==> config.mk <==
export PLATFORM = sky130hd
export DESIGN_NAME = seed_insn_decoder
export DESIGN_NICKNAME = d
export VERILOG_FILES = /design/src/rtl/seed_dec_pkg.sv /design/src/rtl/seed_byte_classifier.sv /design/src/rtl/seed_prefix_tracker.sv /design/src/rtl/seed_seq_fsm.sv /design/src/rtl/seed_result_former.sv /design/src/rtl/seed_insn_decoder.sv
export SDC_FILE = /design/constraint.sdc
export NUM_CORES = 1
export LEC_CHECK = 0
export BUFFER_PORTS_ARGS = -buffer_cell sky130_fd_sc_hd__buf_2
export CAP_MARGIN = 40
export CORE_MARGIN = 2
export CORE_UTILIZATION = 53
export CTS_BUF_LIST = sky130_fd_sc_hd__clkbuf_8
export DETAILED_ROUTE_END_ITERATION = 8
export PLACE_DENSITY = 0.9
export SLEW_MARGIN = 30
export SYNTH_ARGS = -nofsm -noshare
export SYNTH_HDL_FRONTEND = slang
export SYNTH_SLANG_ARGS = --single-unit
==> constraint.sdc <==
create_clock -name clk -period 2.2 [get_ports clk]
set_input_delay 0.22 -clock clk [delete_from_list [all_inputs] [get_ports clk]]
set_output_delay 0.22 -clock clk [all_outputs]
set_load 0.05 [all_outputs]
==> src/rtl/seed_dec_pkg.sv <==
package seed_dec_pkg;

  localparam int BYTE_W = 8;

  localparam logic [BYTE_W-1:0] ESC_BYTE   = 8'h0F;
  localparam logic [BYTE_W-1:0] OPC2_BYTE  = 8'hC7;
  localparam logic [BYTE_W-1:0] OSZ_BYTE   = 8'h66;
  localparam logic [BYTE_W-1:0] LOCK_BYTE  = 8'hF0;
  localparam logic [BYTE_W-1:0] REPNZ_BYTE = 8'hF2;
  localparam logic [BYTE_W-1:0] REPZ_BYTE  = 8'hF3;
  localparam logic [3:0]        REX_NIB    = 4'h4;
  localparam logic [2:0]        SEED_EXT   = 3'd7;
  localparam logic [1:0]        MOD_REG    = 2'b11;

  typedef enum logic [1:0] {
    K_IDLE  = 2'd0,
    K_OK    = 2'd1,
    K_FAULT = 2'd2,
    K_UNREC = 2'd3
  } kind_e;

  typedef enum logic [1:0] {
    SZ_16 = 2'd0,
    SZ_32 = 2'd1,
    SZ_64 = 2'd2
  } opsz_e;

  typedef enum logic [1:0] {
    ST_PFX   = 2'd0,
    ST_OPC2  = 2'd1,
    ST_MODRM = 2'd2
  } st_e;

  typedef enum logic [2:0] {
    BC_OTHER = 3'd0,
    BC_OSZ   = 3'd1,
    BC_LOCK  = 3'd2,
    BC_REP   = 3'd3,
    BC_REX   = 3'd4,
    BC_ESC   = 3'd5
  } bclass_e;

  typedef struct packed {
    logic lock;
    logic rep;
    logic osz;
    logic rex_w;
    logic rex_b;
  } pfx_t;

endpackage

==> src/rtl/seed_byte_classifier.sv <==
module seed_byte_classifier
  import seed_dec_pkg::*;
(
  input  logic [BYTE_W-1:0] byte_in,
  input  logic              mode64,
  output bclass_e           cls,
  output logic              opc2_hit
);

  always_comb begin
    cls = BC_OTHER;
    if (byte_in == ESC_BYTE) begin
      cls = BC_ESC;
    end else if (byte_in == OSZ_BYTE) begin
      cls = BC_OSZ;
    end else if (byte_in == LOCK_BYTE) begin
      cls = BC_LOCK;
    end else if ((byte_in == REPNZ_BYTE) || (byte_in == REPZ_BYTE)) begin
      cls = BC_REP;
    end else if (mode64 && (byte_in[7:4] == REX_NIB)) begin
      cls = BC_REX;
    end
  end

  assign opc2_hit = (byte_in == OPC2_BYTE);

endmodule

==> src/rtl/seed_prefix_tracker.sv <==
module seed_prefix_tracker
  import seed_dec_pkg::*;
(
  input  logic    clk,
  input  logic    rst_n,
  input  logic    take,
  input  logic    clr,
  input  bclass_e cls,
  input  logic    rex_w_bit,
  input  logic    rex_b_bit,
  output pfx_t    pfx
);

  pfx_t pfx_q;
  pfx_t pfx_d;
  logic pfx_en;

  assign pfx_en = take | clr;

  always_comb begin
    pfx_d = pfx_q;
    if (clr) begin
      pfx_d = '0;
    end else begin
      unique case (cls)
        BC_OSZ: begin
          pfx_d.osz   = 1'b1;
          pfx_d.rex_w = 1'b0;
          pfx_d.rex_b = 1'b0;
        end
        BC_LOCK: begin
          pfx_d.lock  = 1'b1;
          pfx_d.rex_w = 1'b0;
          pfx_d.rex_b = 1'b0;
        end
        BC_REP: begin
          pfx_d.rep   = 1'b1;
          pfx_d.rex_w = 1'b0;
          pfx_d.rex_b = 1'b0;
        end
        BC_REX: begin
          pfx_d.rex_w = rex_w_bit;
          pfx_d.rex_b = rex_b_bit;
        end
        default: pfx_d = pfx_q;
      endcase
    end
  end

  always_ff @(posedge clk or negedge rst_n) begin
    if (!rst_n) begin
      pfx_q <= '0;
    end else if (pfx_en) begin
      pfx_q <= pfx_d;
    end
  end

  assign pfx = pfx_q;

endmodule

==> src/rtl/seed_seq_fsm.sv <==
module seed_seq_fsm
  import seed_dec_pkg::*;
(
  input  logic    clk,
  input  logic    rst_n,
  input  logic    byte_vld,
  input  bclass_e cls,
  input  logic    opc2_hit,
  output logic    in_pfx,
  output logic    at_modrm,
  output logic    early_unrec
);

  st_e st_q;
  st_e st_d;

  always_comb begin
    st_d = st_q;
    unique case (st_q)
      ST_PFX:   if (cls == BC_ESC) st_d = ST_OPC2;
      ST_OPC2:  st_d = opc2_hit ? ST_MODRM : ST_PFX;
      ST_MODRM: st_d = ST_PFX;
      default:  st_d = ST_PFX;
    endcase
  end

  always_ff @(posedge clk or negedge rst_n) begin
    if (!rst_n) begin
      st_q <= ST_PFX;
    end else if (byte_vld) begin
      st_q <= st_d;
    end
  end

  assign in_pfx      = (st_q == ST_PFX);
  assign at_modrm    = (st_q == ST_MODRM);
  assign early_unrec = byte_vld &
                       (((st_q == ST_PFX) && (cls == BC_OTHER)) ||
                        ((st_q == ST_OPC2) && !opc2_hit));

endmodule

==> src/rtl/seed_result_former.sv <==
module seed_result_former
  import seed_dec_pkg::*;
#(
  parameter int RM_W  = 3,
  parameter int IDX_W = RM_W + 1
) (
  input  logic              clk,
  input  logic              rst_n,
  input  logic              byte_vld,
  input  logic [BYTE_W-1:0] byte_in,
  input  logic              at_modrm,
  input  logic              early_unrec,
  input  pfx_t              pfx,
  input  logic              mode64,
  input  logic              feat_en,
  output logic              end_evt,
  output logic              done,
  output logic [1:0]        kind,
  output logic [IDX_W-1:0]  dst_idx,
  output logic [1:0]        size_code
);

  logic             modrm_take;
  logic [1:0]       mod_f;
  logic [2:0]       reg_f;
  logic [RM_W-1:0]  rm_f;
  logic             bad_fault;
  kind_e            kind_d;
  opsz_e            size_d;
  logic [IDX_W-1:0] dst_d;
  logic             fld_en;

  logic             done_q;
  kind_e            kind_q;
  opsz_e            size_q;
  logic [IDX_W-1:0] dst_q;

  assign modrm_take = byte_vld & at_modrm;
  assign end_evt    = early_unrec | modrm_take;
  assign mod_f      = byte_in[7:6];
  assign reg_f      = byte_in[5:3];
  assign rm_f       = byte_in[RM_W-1:0];
  assign bad_fault  = (mod_f != MOD_REG) | pfx.lock | pfx.rep | ~feat_en;

  always_comb begin
    kind_d = K_IDLE;
    size_d = SZ_16;
    dst_d  = '0;
    if (early_unrec) begin
      kind_d = K_UNREC;
    end else if (modrm_take) begin
      if (reg_f != SEED_EXT) begin
        kind_d = K_UNREC;
      end else if (bad_fault) begin
        kind_d = K_FAULT;
      end else begin
        kind_d = K_OK;
        dst_d  = {pfx.rex_b & mode64, rm_f};
        if (pfx.rex_w && mode64) begin
          size_d = SZ_64;
        end else if (pfx.osz) begin
          size_d = SZ_16;
        end else begin
          size_d = SZ_32;
        end
      end
    end
  end

  assign fld_en = end_evt | done_q;

  always_ff @(posedge clk or negedge rst_n) begin
    if (!rst_n) begin
      done_q <= 1'b0;
    end else begin
      done_q <= end_evt;
    end
  end

  always_ff @(posedge clk or negedge rst_n) begin
    if (!rst_n) begin
      kind_q <= K_IDLE;
      size_q <= SZ_16;
      dst_q  <= '0;
    end else if (fld_en) begin
      kind_q <= kind_d;
      size_q <= size_d;
      dst_q  <= dst_d;
    end
  end

  assign done      = done_q;
  assign kind      = kind_q;
  assign size_code = size_q;
  assign dst_idx   = dst_q;

endmodule

==> src/rtl/seed_insn_decoder.sv <==
module seed_insn_decoder
  import seed_dec_pkg::*;
#(
  parameter int RM_W = 3,
  localparam int IDX_W = RM_W + 1
) (
  input  logic              clk,
  input  logic              rst_n,
  input  logic              byte_vld,
  input  logic [BYTE_W-1:0] byte_in,
  input  logic              mode64,
  input  logic              feat_en,
  output logic              done,
  output logic [1:0]        kind,
  output logic [IDX_W-1:0]  dst_idx,
  output logic [1:0]        size_code
);

  bclass_e cls;
  logic    opc2_hit;
  logic    in_pfx;
  logic    at_modrm;
  logic    early_unrec;
  logic    end_evt;
  pfx_t    pfx;

  seed_byte_classifier u_cls (
    .byte_in  (byte_in),
    .mode64   (mode64),
    .cls      (cls),
    .opc2_hit (opc2_hit)
  );

  seed_seq_fsm u_fsm (
    .clk         (clk),
    .rst_n       (rst_n),
    .byte_vld    (byte_vld),
    .cls         (cls),
    .opc2_hit    (opc2_hit),
    .in_pfx      (in_pfx),
    .at_modrm    (at_modrm),
    .early_unrec (early_unrec)
  );

  seed_prefix_tracker u_pfx (
    .clk       (clk),
    .rst_n     (rst_n),
    .take      (byte_vld & in_pfx),
    .clr       (end_evt),
    .cls       (cls),
    .rex_w_bit (byte_in[3]),
    .rex_b_bit (byte_in[0]),
    .pfx       (pfx)
  );

  seed_result_former #(
    .RM_W  (RM_W),
    .IDX_W (IDX_W)
  ) u_res (
    .clk         (clk),
    .rst_n       (rst_n),
    .byte_vld    (byte_vld),
    .byte_in     (byte_in),
    .at_modrm    (at_modrm),
    .early_unrec (early_unrec),
    .pfx         (pfx),
    .mode64      (mode64),
    .feat_en     (feat_en),
    .end_evt     (end_evt),
    .done        (done),
    .kind        (kind),
    .dst_idx     (dst_idx),
    .size_code   (size_code)
  );

endmodule

==> Flow_metrics.wiki, run 1 <==
{| class="wikitable"
! Metric !! Value
|-
| Result of the run || completed
|-
| Worst-case clock skew || 0.00126 ns
|-
| Fin util || 0.699
|-
| Worst slew margin relative to its limit || 0.601
|-
| Via/cell ratio || 6.34
|-
| Power density cells || 615 nW/um^2
|-
| Yosys synthesis warning count || 0
|-
| Sort of element at the start of the critical path || primary input
|-
| FFs w/ async S/R, synth || 1.00
|-
| Overall die area || 1930 sq um
|-
| Total wire length || 1980 um
|-
| Routed wirelength normalized by instance count || 15.9 um
|-
| Root buffer selected by CTS || sky130_fd_sc_hd__clkbuf_8
|-
| Syn Nets || 93
|-
| Worst hold slack after final layout || 0.249 ns
|-
| DPL Wire Length || 1510 um
|-
| Crit path max fanout || 6
|-
| Most used DFF post-synth || sky130_fd_sc_hd__dfrtp_1
|-
| Final Worst Setup Slack || 0.481 ns
|-
| Met3 wirelength from detailed routing || 159 um
|-
| Antenna-violating nets left || 0
|-
| Commonest non-fill, non-tap cell in the layout || sky130_fd_sc_hd__buf_2
|-
| Post-Synth Adder-Cell Area || 0
|-
| Maximum root-to-sink buffer count || 2
|-
| Number of detailed-routing iterations run before antenna repair || 4
|-
| Chip Height || 44.0 um
|-
| Worst flop-to-flop path startpoint || u_fsm.st_q[1]
|-
| Proportion of layout cells with a drive suffix above 1 || 0.324
|-
| Global-route wire length before repair || 3280 um
|-
| Global-route usage over all layers || 0.237
|-
| Gate count of the mapped netlist || 80
|-
| Largest net degree at the start of global routing || 17
|-
| Clock latency at the later pin of the worst-skew pair || 0.25 ns
|-
| Clock-pin slew on the worst setup and hold paths || 0.06 ns
|-
| Number of standard-cell rows in the floorplan || 14
|-
| Routed length on met2 || 894 um
|-
| Worst setup slack after placement || 0.227 ns
|-
| Number of buffers created by CTS || 3
|-
| Startpoint of the lowest-slack hold path || byte_in[2]
|-
| Number of global-route vias before repair || 728
|-
| Worst-margin pin slew || 0.592 ns
|-
| Worst-case register-to-register setup slack || 0.59 ns
|-
| Summed negative setup slack over all endpoints || 0 ns
|-
| Final min period || 1.72 ns
|-
| Congestion Overflow GR || 0
|-
| Summed instance area of the synthesized netlist || 847 sq um
|-
| PortBufs || 21
|-
| Period Utilization, post-route || 0.782
|-
| Peak supply drop || 0.480 mV
|-
| Number of max-cap violations || 0
|-
| Required time worst endpoint || 2.39 ns
|-
| Largest family of logic cells by synthesized area || simple AND/OR/NAND/NOR gates
|-
| Post-synth EDFFs || 0
|-
| H-tree levels || 1
|-
| Last weighted congestion value of the routability-driven placer || 0.836
|-
| Yosys cell types || 31
|-
| Antenna diode count || 0
|-
| Core area || 1510 sq um
|-
| Count of state elements after synthesis || 16
|-
| Post-detailed-route DRC marker count || 0
|-
| Launching instance or port of the critical path || byte_in[4]
|-
| Count of cells resized by post-cts repair || 0
|-
| Type of element capturing the critical path || flop
|-
| Achievable frequency || 582 MHz
|-
| RSZ-0062 raised after global routing || false
|-
| Number of antenna violations at the first check in global routing || 0
|-
| Worst min-delay path class || primary input to flop
|-
| Area Growth Syn to Fin || 24.2%
|-
| Top routing layer in use || met4
|-
| Most frequent cells in the layout || sky130_fd_sc_hd__buf_2 (21), sky130_fd_sc_hd__dfrtp_1 (16), sky130_fd_sc_hd__nand2_1 (6), sky130_fd_sc_hd__nor2_1 (5), sky130_fd_sc_hd__a21oi_1 (5)
|-
| TritonCTS clock tree || built
|-
| Leakage Power || 0.487 nW
|-
| Routed via count || 786
|-
| Average cell area after synthesis || 10.6 sq um
|-
| # IOs || 22
|-
| Starting Density || 0.562
|-
| Overall power of the completed layout || 0.647 mW
|-
| # nets final || 122
|-
| Clock net sink count || 16
|-
| Initial drt markers || 16
|-
| Post-synthesis compound-gate area fraction || 0.241
|-
| M1 WL || 871 um
|-
| Horizontal extent of the die || 44.0 um
|-
| Setup CP Type || primary input to flop
|-
| Number of endpoints failing setup at the final stage || 0
|-
| Worst endpoint data arrival time || 1.91 ns
|-
| Multiplexer share of the synthesized area || 0
|-
| Simple-gate portion of the synthesized area || 0.273
|-
| Final hold vios || 0
|-
| Final count of pins violating max slew || 0
|-
| Xor/xnor cell area share of the yosys netlist || 0
|-
| Sequential cell area fraction in the yosys report || 0.473
|}
[kinds of logic (layout without fill, tap and decap cells)]
logic type | Yosys count | after routing
AO/OA/AOI/OAI | 26 | 26
flip-flops | 16 | 16
AND/OR/NAND/NOR | 35 | 35
buffers and inverters | 3 | 31
[Yosys cell counts, types with 3 or more instances]
master	instances	share of area
sky130_fd_sc_hd__a21oi_1	5	0.030
sky130_fd_sc_hd__a22o_1	4	0.041
sky130_fd_sc_hd__dfrtp_1	16	0.47
sky130_fd_sc_hd__inv_1	3	0.013
sky130_fd_sc_hd__nand2_1	6	0.027
sky130_fd_sc_hd__nand3_1	4	0.024
sky130_fd_sc_hd__nor2_1	5	0.022
sky130_fd_sc_hd__nor3_1	4	0.024
sky130_fd_sc_hd__nor4_2	3	0.044
sky130_fd_sc_hd__o21ai_0	3	0.018
[metrics by stage]
| stage | std cells | area, sq um |
|---|---|---|
| after floorplan | 80 | 847 |
| after global placement | 119 | 987 |
| after detailed placement | 119 | 987 |
| after CTS | 124 | 1050 |
| after global routing | 124 | 1050 |
| final | 124 | 1050 |
[area by class of cell]
| class | count | area (sq um) |
|---|---|---|
| Tap cell | 16 | 20.0 |
| Clock buffer | 4 | 55.1 |
| Inverter | 3 | 11.3 |
| Timing Repair Buffer | 24 | 130 |
| Sequential cell | 16 | 400 |
| Multi-Input combinational cell | 61 | 435 |
| Fill cell | 132 | 454 |
[where the power goes]
group	internal [mW]	total [mW]	switching [mW]	leakage, nW
registers	0.300	0.303	0.00363	0.215
logic	0.0278	0.0861	0.0583	0.243
clock network	0.159	0.258	0.0989	0.0288
total	0.486	0.647	0.161	0.487
[critical path: stages]
cell and delay, ns:
sky130_fd_sc_hd__buf_2 0.13, sky130_fd_sc_hd__or3b_4 0.42, sky130_fd_sc_hd__nor3b_4 0.30, sky130_fd_sc_hd__nor4_2 0.13
sky130_fd_sc_hd__o41ai_4 0.50, sky130_fd_sc_hd__a22o_1 0.22
[layer usage]
layer  vias up  track usage
met3         8       0.0583
met5         -            0
met1       370        0.317
met4         0        0.133
li1        370            -
met2        38        0.350
[registers in the layout, indices dropped and copies added (netlist names)]
register,count
u_pfx.pfx,5
u_res.dst_idx,4
u_fsm.st_q,2
u_res.kind,2
u_res.size_code,2
u_res.done,1
[what timing repair did]
action / in CTS / in global routing
hold buffers: 1 / 0
hold endpoints to repair: 16 / 0
setup buffers: 0 / 0
endpoints found under the setup margin: 0 / 0
[path summary, 6_finish.rpt]
| kind | endpoint | depth (start not counted) |
|---|---|---|
| worst max-delay path | u_res.size_code[0] | 6 |
| worst min-delay path | u_res.dst_idx[2] | 2 |
| worst max register to register | u_res.size_code[1] | 6 |
| worst min register to register | u_res.size_code[1] | 1 |
| max in group asynchronous | u_res.kind[1] | 2 |
| min in group asynchronous | u_fsm.st_q[1] | 2 |
No activity file was read; power rests on OpenSTA's default activity.
==> run 2: changes to the inputs <==
Settings changed: ABC_AREA from default to 1, CORE_UTILIZATION 53 to 55, PLACE_DENSITY 0.9 to 0.91.
Clock period 2.2 ns to 1.6 ns, I/O delays scaled along.
==> run 2 against run 1 <==
Non-clock buffer count shrank 1. Sequential share of layout area shrank 2.8 points. Cell area grew 8.1%. Hold slack lost 0.084 ns. Synthesized cell count grew 57%. Wire length grew 7.7%. Register-to-register slack lost 0.44 ns. Clock power grew 32%. Sequential cell count is the same. Combinational power grew 59%. Largest cell class unchanged. Highest routed layer unchanged.
==> Flow_metrics.wiki, run 2 <==
{| class="wikitable"
! Metric !! Value
|-
| Worst endpoint data arrival time || 1.58 ns (-0.33 ns)
|-
| R2r worst-path depth || 8 (+2)
|-
| Final min period || 1.45 ns
|-
| Commonest non-fill, non-tap cell in the layout || sky130_fd_sc_hd__nand2_1
|-
| Worst-case clock skew || 0.00225 ns (+0.000994 ns)
|-
| Number of max-cap violations || 0 (unchanged)
|-
| Global-route wire length before repair || 3510 um (+6.9%)
|-
| Summed instance area of the synthesized netlist || 950 sq um (+12%)
|-
| Setup CP Type || flop to flop
|-
| Most frequent cells in the layout || sky130_fd_sc_hd__nand2_1 (26), sky130_fd_sc_hd__inv_1 (23), sky130_fd_sc_hd__buf_2 (21), sky130_fd_sc_hd__nand3_1 (16), sky130_fd_sc_hd__dfrtp_1 (16)
|-
| Result of the run || completed
|-
| Worst min-delay path class || primary input to flop
|-
| Starting Density || 0.569 (+0.00625)
|-
| Number of post-CTS setup repair buffers || 0 (unchanged)
|-
| Initial drt markers || 35 (+19)
|-
| Number of buffers created by CTS || 3 (unchanged)
|-
| Gate count of the mapped netlist || 126 (+57%)
|-
| Most used DFF post-synth || sky130_fd_sc_hd__dfrtp_1
|-
| Commonest cells in the netlist || sky130_fd_sc_hd__nand2_1 (26), sky130_fd_sc_hd__inv_1 (23), sky130_fd_sc_hd__dfrtp_1 (16), sky130_fd_sc_hd__nand3_1 (16), sky130_fd_sc_hd__nor2_1 (11)
|-
| Count of state elements after synthesis || 16 (unchanged)
|-
| Number of antenna violations at the first check in global routing || 0 (unchanged)
|-
| Sort of element at the start of the critical path || flop
|-
| Sequential cell area fraction in the yosys report || 0.422 (-0.0511)
|-
| Worst setup slack after placement || 0.0687 ns (-0.159 ns)
|-
| DPL Wire Length || 1720 um (+14%)
|-
| # nets final || 166 (+36%)
|-
| Post-detailed-route DRC marker count || 0 (unchanged)
|-
| Count of buffering cells on the critical path with inverters included || 1 (unchanged)
|-
| Routed wirelength normalized by instance count || 12.6 um (-21%)
|-
| Period Utilization, post-route || 0.909
|-
| Yosys cell types || 19 (-39%)
|-
| Worst-case register-to-register setup slack || 0.15 ns (-0.44 ns)
|-
| Summed negative setup slack over all endpoints || 0 ns (unchanged)
|-
| Chip Height || 45.6 um (+3.6%)
|-
| Crit path max fanout || 13 (+7)
|-
| Instance area after placement || 1070 sq um (+8.6%)
|-
| Horizontal extent of the die || 45.6 um (+3.6%)
|-
| Top cell by count, worst path || sky130_fd_sc_hd__nand2_1
|-
| Largest net degree at the start of global routing || 17 (unchanged)
|-
| Proportion of layout cells with a drive suffix above 1 || 0.237 (-0.0872)
|-
| Worst-path cell with the longest stage delay || sky130_fd_sc_hd__dfrtp_1
|-
| Syn Nets || 139 (+49%)
|-
| Yosys synthesis warning count || 0 (unchanged)
|-
| Clock latency at the later pin of the worst-skew pair || 0.24 ns (about the same)
|-
| Maximum root-to-sink buffer count || 2 (unchanged)
|-
| Launching instance or port of the critical path || u_fsm.st_q[0]
|-
| Final count of pins violating max slew || 0 (unchanged)
|-
| Average cell area after synthesis || 7.54 sq um (-29%)
|-
| Synth area leaders || sky130_fd_sc_hd__dfrtp_1 (42%), sky130_fd_sc_hd__nand2_1 (10%), sky130_fd_sc_hd__inv_1 (9.1%)
|-
| Leakage Power || 0.636 nW (+31%)
|-
| Area Growth Syn to Fin || 19.8%
|-
| Overall die area || 2080 sq um (+7.3%)
|-
| Flip-flop count of the largest register, all copies and words added || 5 (unchanged)
|-
| Number of detailed-routing iterations run before antenna repair || 4 (unchanged)
|-
| Achievable frequency || 688 MHz
|-
| Via/cell ratio || 5.65 (-11%)
|-
| Core area || 1670 sq um (+11%)
|-
| Clock-pin slew on the worst setup and hold paths || 0.06 ns (about the same)
|-
| Global-route usage over all layers || 0.235 (-0.00197)
|-
| Clock net sink count || 16 (unchanged)
|-
| PortBufs || 21 (unchanged)
|-
| Root buffer selected by CTS || sky130_fd_sc_hd__clkbuf_8
|-
| Number of endpoints failing setup at the final stage || 0 (unchanged)
|-
| Worst-margin pin slew || 0.369 ns (-0.223 ns)
|-
| Post-synth EDFFs || 0 (unchanged)
|-
| # IOs || 22 (unchanged)
|-
| Finished layout cell area || 1140 sq um (+8.1%)
|-
| Area share of the largest cell type after synthesis || 0.422 (-0.0511)
|-
| Required time worst endpoint || 1.72 ns (-0.67 ns)
|-
| Last weighted congestion value of the routability-driven placer || 0.919 (+9.9%)
|-
| Antenna diode count || 0 (unchanged)
|-
| RSZ-0062 raised after global routing || false
|-
| CP cell instances || inv_1, nand2_1, nor2_2, nand2_1, o21bai_4, nor2_4, o211ai_1, nand2_1
|-
| Number of standard-cell rows in the floorplan || 15 (+1)
|-
| Worst slew margin relative to its limit || 0.754 (+0.153)
|-
| Count leader, synth || sky130_fd_sc_hd__nand2_1
|-
| TritonCTS clock tree || built
|-
| Critical path depth || 8 (+2)
|-
| Antenna-violating nets left || 0 (unchanged)
|-
| Critical path capture point || u_pfx.pfx[0]
|-
| Number of fill cells in the layout || 132 (unchanged)
|-
| Delay of the slowest critical-path stage || 0.37 ns (-0.13 ns)
|-
| Final hold vios || 0 (unchanged)
|-
| Dominant cell type by area after synthesis || sky130_fd_sc_hd__dfrtp_1
|-
| Critical R2R Capture || u_pfx.pfx[0]
|-
| Total wire length || 2130 um (+7.7%)
|-
| Routed via count || 955 (+22%)
|-
| Final Worst Setup Slack || 0.146 ns (-0.335 ns)
|-
| Type of element capturing the critical path || flop
|-
| Congestion Overflow GR || 0 (unchanged)
|-
| FFs w/ async S/R, synth || 1.00 (unchanged)
|-
| Dominant delay contributor by cell family on the critical path || simple AND/OR/NAND/NOR gates
|-
| Power density cells || 786 nW/um^2 (+28%)
|-
| H-tree levels || 1 (unchanged)
|-
| Number of global-route vias before repair || 819 (+13%)
|-
| Worst flop-to-flop path startpoint || u_fsm.st_q[0]
|-
| Peak supply drop || 0.953 mV (+99%)
|}
## run 2: cells by family (layout without fill, tap and decap cells)
logic type / Yosys count / count (layout) / synth area share
DFF: 16 / 16 / 0.422
AOI/OAI and AO/OA: 11 / 11 / 0.0883
and+or+nand+nor: 74 / 74 / 0.383
buffers and inverters: 25 / 51 / 0.107
## run 2: metal layers
layer  routed length (um)  GRT usage
met1                  849      0.279
met2                 1120      0.425
met3                   99     0.0595
met4                   58     0.0412
met5                    0          0
## run 2: cell type report
| class | count | area, sq um | share of cell area |
|---|---|---|---|
| Multi-Input combinational cell | 85 | 448 | 0.394 |
| Timing Repair Buffer | 23 | 123 | 0.108 |
| Clock buffer | 4 | 55.1 | 0.0484 |
| Sequential cell | 16 | 400 | 0.352 |
| Tap cell | 17 | 21.3 | 0.0187 |
| Inverter | 24 | 90.1 | 0.0792 |
## run 2: worst min path at each step
stage	cells after the start	start	slack, ns	endpoint
after floorplan	0	rst_n	-0.14	u_fsm.st_q[0]
after global placement	1	rst_n	0.07	u_res.size_code[0]
after detailed placement	1	rst_n	0.08	u_res.done
after CTS	2	byte_vld	0.16	u_fsm.st_q[0]
after global routing	2	byte_vld	0.15	u_fsm.st_q[0]
final	2	byte_vld	0.17	u_fsm.st_q[0]
## run 2: metrics by stage
stage | std cells | power [mW] | utilization | hold WS, ns
after floorplan | 126 | 0.506 | - | -0.136
after global placement | 164 | 0.551 | 0.642 | 0.0733
after detailed placement | 164 | 0.557 | 0.642 | 0.0800
after CTS | 169 | 0.901 | 0.681 | 0.156
after global routing | 169 | 0.941 | 0.681 | 0.147
final | 169 | 0.894 | 0.681 | 0.166
## run 2: power breakdown
part | internal (mW) | total, mW | leakage, nW | switching [mW]
Sequential | 0.412 | 0.416 | 0.216 | 0.00339
Clock | 0.218 | 0.341 | 0.0288 | 0.124
Combinational | 0.0374 | 0.137 | 0.391 | 0.0997
Total | 0.667 | 0.894 | 0.636 | 0.227
## run 2: timing repair
item	in CTS	in global routing
endpoints found under the hold margin	16	0
hold buffers	1	0
gates resized for setup	0	0
## run 2: worst register-to-register path, stage by stage (launching register included)
cell	delay (ns)
sky130_fd_sc_hd__dfrtp_1	0.37
sky130_fd_sc_hd__inv_1	0.08
sky130_fd_sc_hd__nand2_1	0.10
sky130_fd_sc_hd__nor2_2	0.17
sky130_fd_sc_hd__nand2_1	0.13
sky130_fd_sc_hd__o21bai_4	0.19
sky130_fd_sc_hd__nor2_4	0.10
sky130_fd_sc_hd__o211ai_1	0.13
sky130_fd_sc_hd__nand2_1	0.08
==> run 3: changes to the inputs <==
Settings changed: MAX_ROUTING_LAYER from default to met4, REMOVE_ABC_BUFFERS from default to 1.
==> run 3 against run 2 <==
Setup slack better by 0.015 ns. Highest routed layer unchanged. Sequential share of layout area stayed put. Clock-buffer cell count stayed put. Critical path depth stayed put. Die area stayed put. Critical endpoint is now u_pfx.pfx[1]. Register-to-register slack hardly changed. Clock power is 1% higher. Maximum frequency is 1.0% higher. Combinational power hardly changed. Hold slack worse by 0.019 ns. Largest cell class unchanged. Non-clock buffer count stayed put.
==> Flow_metrics.wiki, run 3 (synthesis gave the netlist of run 2 again) <==
{| class="wikitable"
! Metric !! Value
|-
| Result of the run || completed
|-
| Achievable frequency || 695 MHz (+1.0%)
|-
| Global routing usage on met2 || 0.386 (-0.0394)
|-
| Clock-pin slew on the worst setup and hold paths || 0.06 ns (about the same)
|-
| H-tree levels || 1 (unchanged)
|-
| Final hold vios || 0 (unchanged)
|-
| Root buffer selected by CTS || sky130_fd_sc_hd__clkbuf_8
|-
| Commonest non-fill, non-tap cell in the layout || sky130_fd_sc_hd__nand2_1
|-
| Global-route usage over all layers || 0.231 (-0.00341)
|-
| Period Utilization, post-route || 0.900 (-0.00924)
|-
| Instance area after placement || 1070 sq um (unchanged)
|-
| Finished layout cell area || 1140 sq um (unchanged)
|-
| Sort of element at the start of the critical path || flop
|-
| Final min period || 1.44 ns (-0.0148 ns)
|-
| Overall die area || 2080 sq um (unchanged)
|-
| Number of endpoints failing setup at the final stage || 0 (unchanged)
|-
| Largest net degree at the start of global routing || 17 (unchanged)
|-
| Worst-case clock skew || 0.00296 ns (+0.000708 ns)
|-
| Post-detailed-route DRC marker count || 0 (unchanged)
|-
| Worst-margin pin slew || 0.378 ns (+0.00930 ns)
|-
| DPL Wire Length || 1600 um (-6.8%)
|-
| Total wire length || 1970 um (-7.4%)
|-
| Global-route wire length before repair || 3360 um (-4.3%)
|-
| Worst setup slack after placement || 0.145 ns (+0.0764 ns)
|-
| Worst min-delay path class || primary input to flop
|-
| Flip-flop count of the largest register, all copies and words added || 5 (unchanged)
|-
| Power density cells || 789 nW/um^2 (+0.37%)
|-
| Met3 capacity usage during global routing || 0.0714 (+0.0119)
|-
| Final count of pins violating max slew || 0 (unchanged)
|-
| Final Worst Setup Slack || 0.161 ns (+0.0148 ns)
|-
| PortBufs || 21 (unchanged)
|-
| Clock latency at the later pin of the worst-skew pair || 0.25 ns (about the same)
|-
| Crit path max fanout || 13 (unchanged)
|-
| Worst slew margin relative to its limit || 0.747 (-0.00621)
|-
| Number of global-route vias before repair || 791 (-3.4%)
|-
| Last weighted congestion value of the routability-driven placer || 0.907 (-1.3%)
|-
| GR peak layer || met2
|-
| Number of detailed-routing iterations run before antenna repair || 5 (+1)
|-
| # IOs || 22 (unchanged)
|-
| GRT met1 Usage || 0.270 (-0.00814)
|-
| Summed negative setup slack over all endpoints || 0 ns (unchanged)
|-
| Proportion of layout cells with a drive suffix above 1 || 0.237 (unchanged)
|-
| Routed wirelength normalized by instance count || 11.7 um (-7.4%)
|-
| Setup CP Type || flop to flop
|-
| Worst endpoint data arrival time || 1.57 ns (about the same)
|-
| Routed via count || 919 (-3.8%)
|-
| Clock net sink count || 16 (unchanged)
|-
| Horizontal extent of the die || 45.6 um (unchanged)
|-
| Leakage Power || 0.636 nW (unchanged)
|-
| Peak supply drop || 0.829 mV (-13%)
|-
| Number of max-cap violations || 0 (unchanged)
|-
| Type of element capturing the critical path || flop
|-
| Antenna-violating nets left || 0 (unchanged)
|-
| # nets final || 166 (unchanged)
|-
| Area Growth Syn to Fin || 19.8% (unchanged)
|-
| Via/cell ratio || 5.44 (-3.8%)
|-
| Core area || 1670 sq um (unchanged)
|-
| Most frequent cells in the layout || sky130_fd_sc_hd__nand2_1 (26), sky130_fd_sc_hd__inv_1 (23), sky130_fd_sc_hd__buf_2 (21), sky130_fd_sc_hd__nand3_1 (16), sky130_fd_sc_hd__dfrtp_1 (16)
|-
| Number of standard-cell rows in the floorplan || 15 (unchanged)
|-
| RSZ-0062 raised after global routing || false
|-
| Chip Height || 45.6 um (unchanged)
|-
| Number of post-CTS setup repair buffers || 0 (unchanged)
|-
| TritonCTS clock tree || built
|-
| Number of antenna violations at the first check in global routing || 0 (unchanged)
|-
| Antenna diode count || 0 (unchanged)
|-
| Starting Density || 0.569 (unchanged)
|-
| Congestion Overflow GR || 0 (unchanged)
|-
| Initial drt markers || 33 (-5.7%)
|-
| Required time worst endpoint || 1.73 ns (about the same)
|-
| Number of buffers created by CTS || 3 (unchanged)
|-
| Maximum root-to-sink buffer count || 2 (unchanged)
|}
## run 3: cell counts in the layout (fill, tap and decap cells not counted)
No cell type changed its count.
## run 3: worst max-delay path, cell delays in order, from the launching register on
cell and delay [ns]:
sky130_fd_sc_hd__dfrtp_1 0.37, sky130_fd_sc_hd__inv_1 0.07, sky130_fd_sc_hd__nand2_1 0.10, sky130_fd_sc_hd__nor2_2 0.18, sky130_fd_sc_hd__nand2_1 0.13, sky130_fd_sc_hd__o21bai_4 0.18, sky130_fd_sc_hd__nor2_4 0.09, sky130_fd_sc_hd__o211ai_1 0.12
sky130_fd_sc_hd__nand2_1 0.08
## run 3: final cells by class
type / count / area, sq um
clock buffers: 4 / 55.1
fillers: 142 / 533
inverters: 24 / 90.1
multi-input cells: 85 / 448
flip-flops and latches: 16 / 400
well taps: 17 / 21.3
repair buffers: 23 / 123
## run 3: what timing repair did
action / in CTS / in global routing
hold endpoints to repair: 16 / 0
resized for setup: 0 / 0
hold buffers: 1 / 0
## run 3: metal layers
metal  share of wire  vias up
met5               0        -
met4           0.017        0
met3           0.060        4
met2            0.51       31
met1            0.41      420
li1                -      464
## run 3: final timing paths
path,depth (start not counted),start,to,slack [ns]
hold / removal,2,byte_vld,u_fsm.st_q[1],0.15
min in group asynchronous,2,rst_n,u_pfx.pfx[4],0.35
setup / recovery,8,u_fsm.st_q[0],u_pfx.pfx[1],0.16
setup reg to reg,8,u_fsm.st_q[0],u_pfx.pfx[1],0.16
max in group asynchronous,2,rst_n,u_res.dst_idx[3],1.00
hold reg to reg,2,u_res.dst_idx[3],u_res.dst_idx[3],0.50
## run 3: power by group
group	internal, mW	leakage [nW]	switching [mW]	total, mW
logic	0.0374	0.391	0.0981	0.135
clock network	0.218	0.0288	0.128	0.346
registers	0.412	0.216	0.00335	0.415
total	0.668	0.636	0.230	0.897
## run 3: per-stage QoR
stage	power [mW]	util	std cells	hold slack [ns]
finish	0.897	0.681	169	0.147
global route	0.941	0.681	169	0.146
CTS	0.906	0.681	169	0.149
detailed placement	0.556	0.642	164	0.0873
global placement	0.552	0.642	164	0.0788
floorplan	0.502	-	125	-0.136
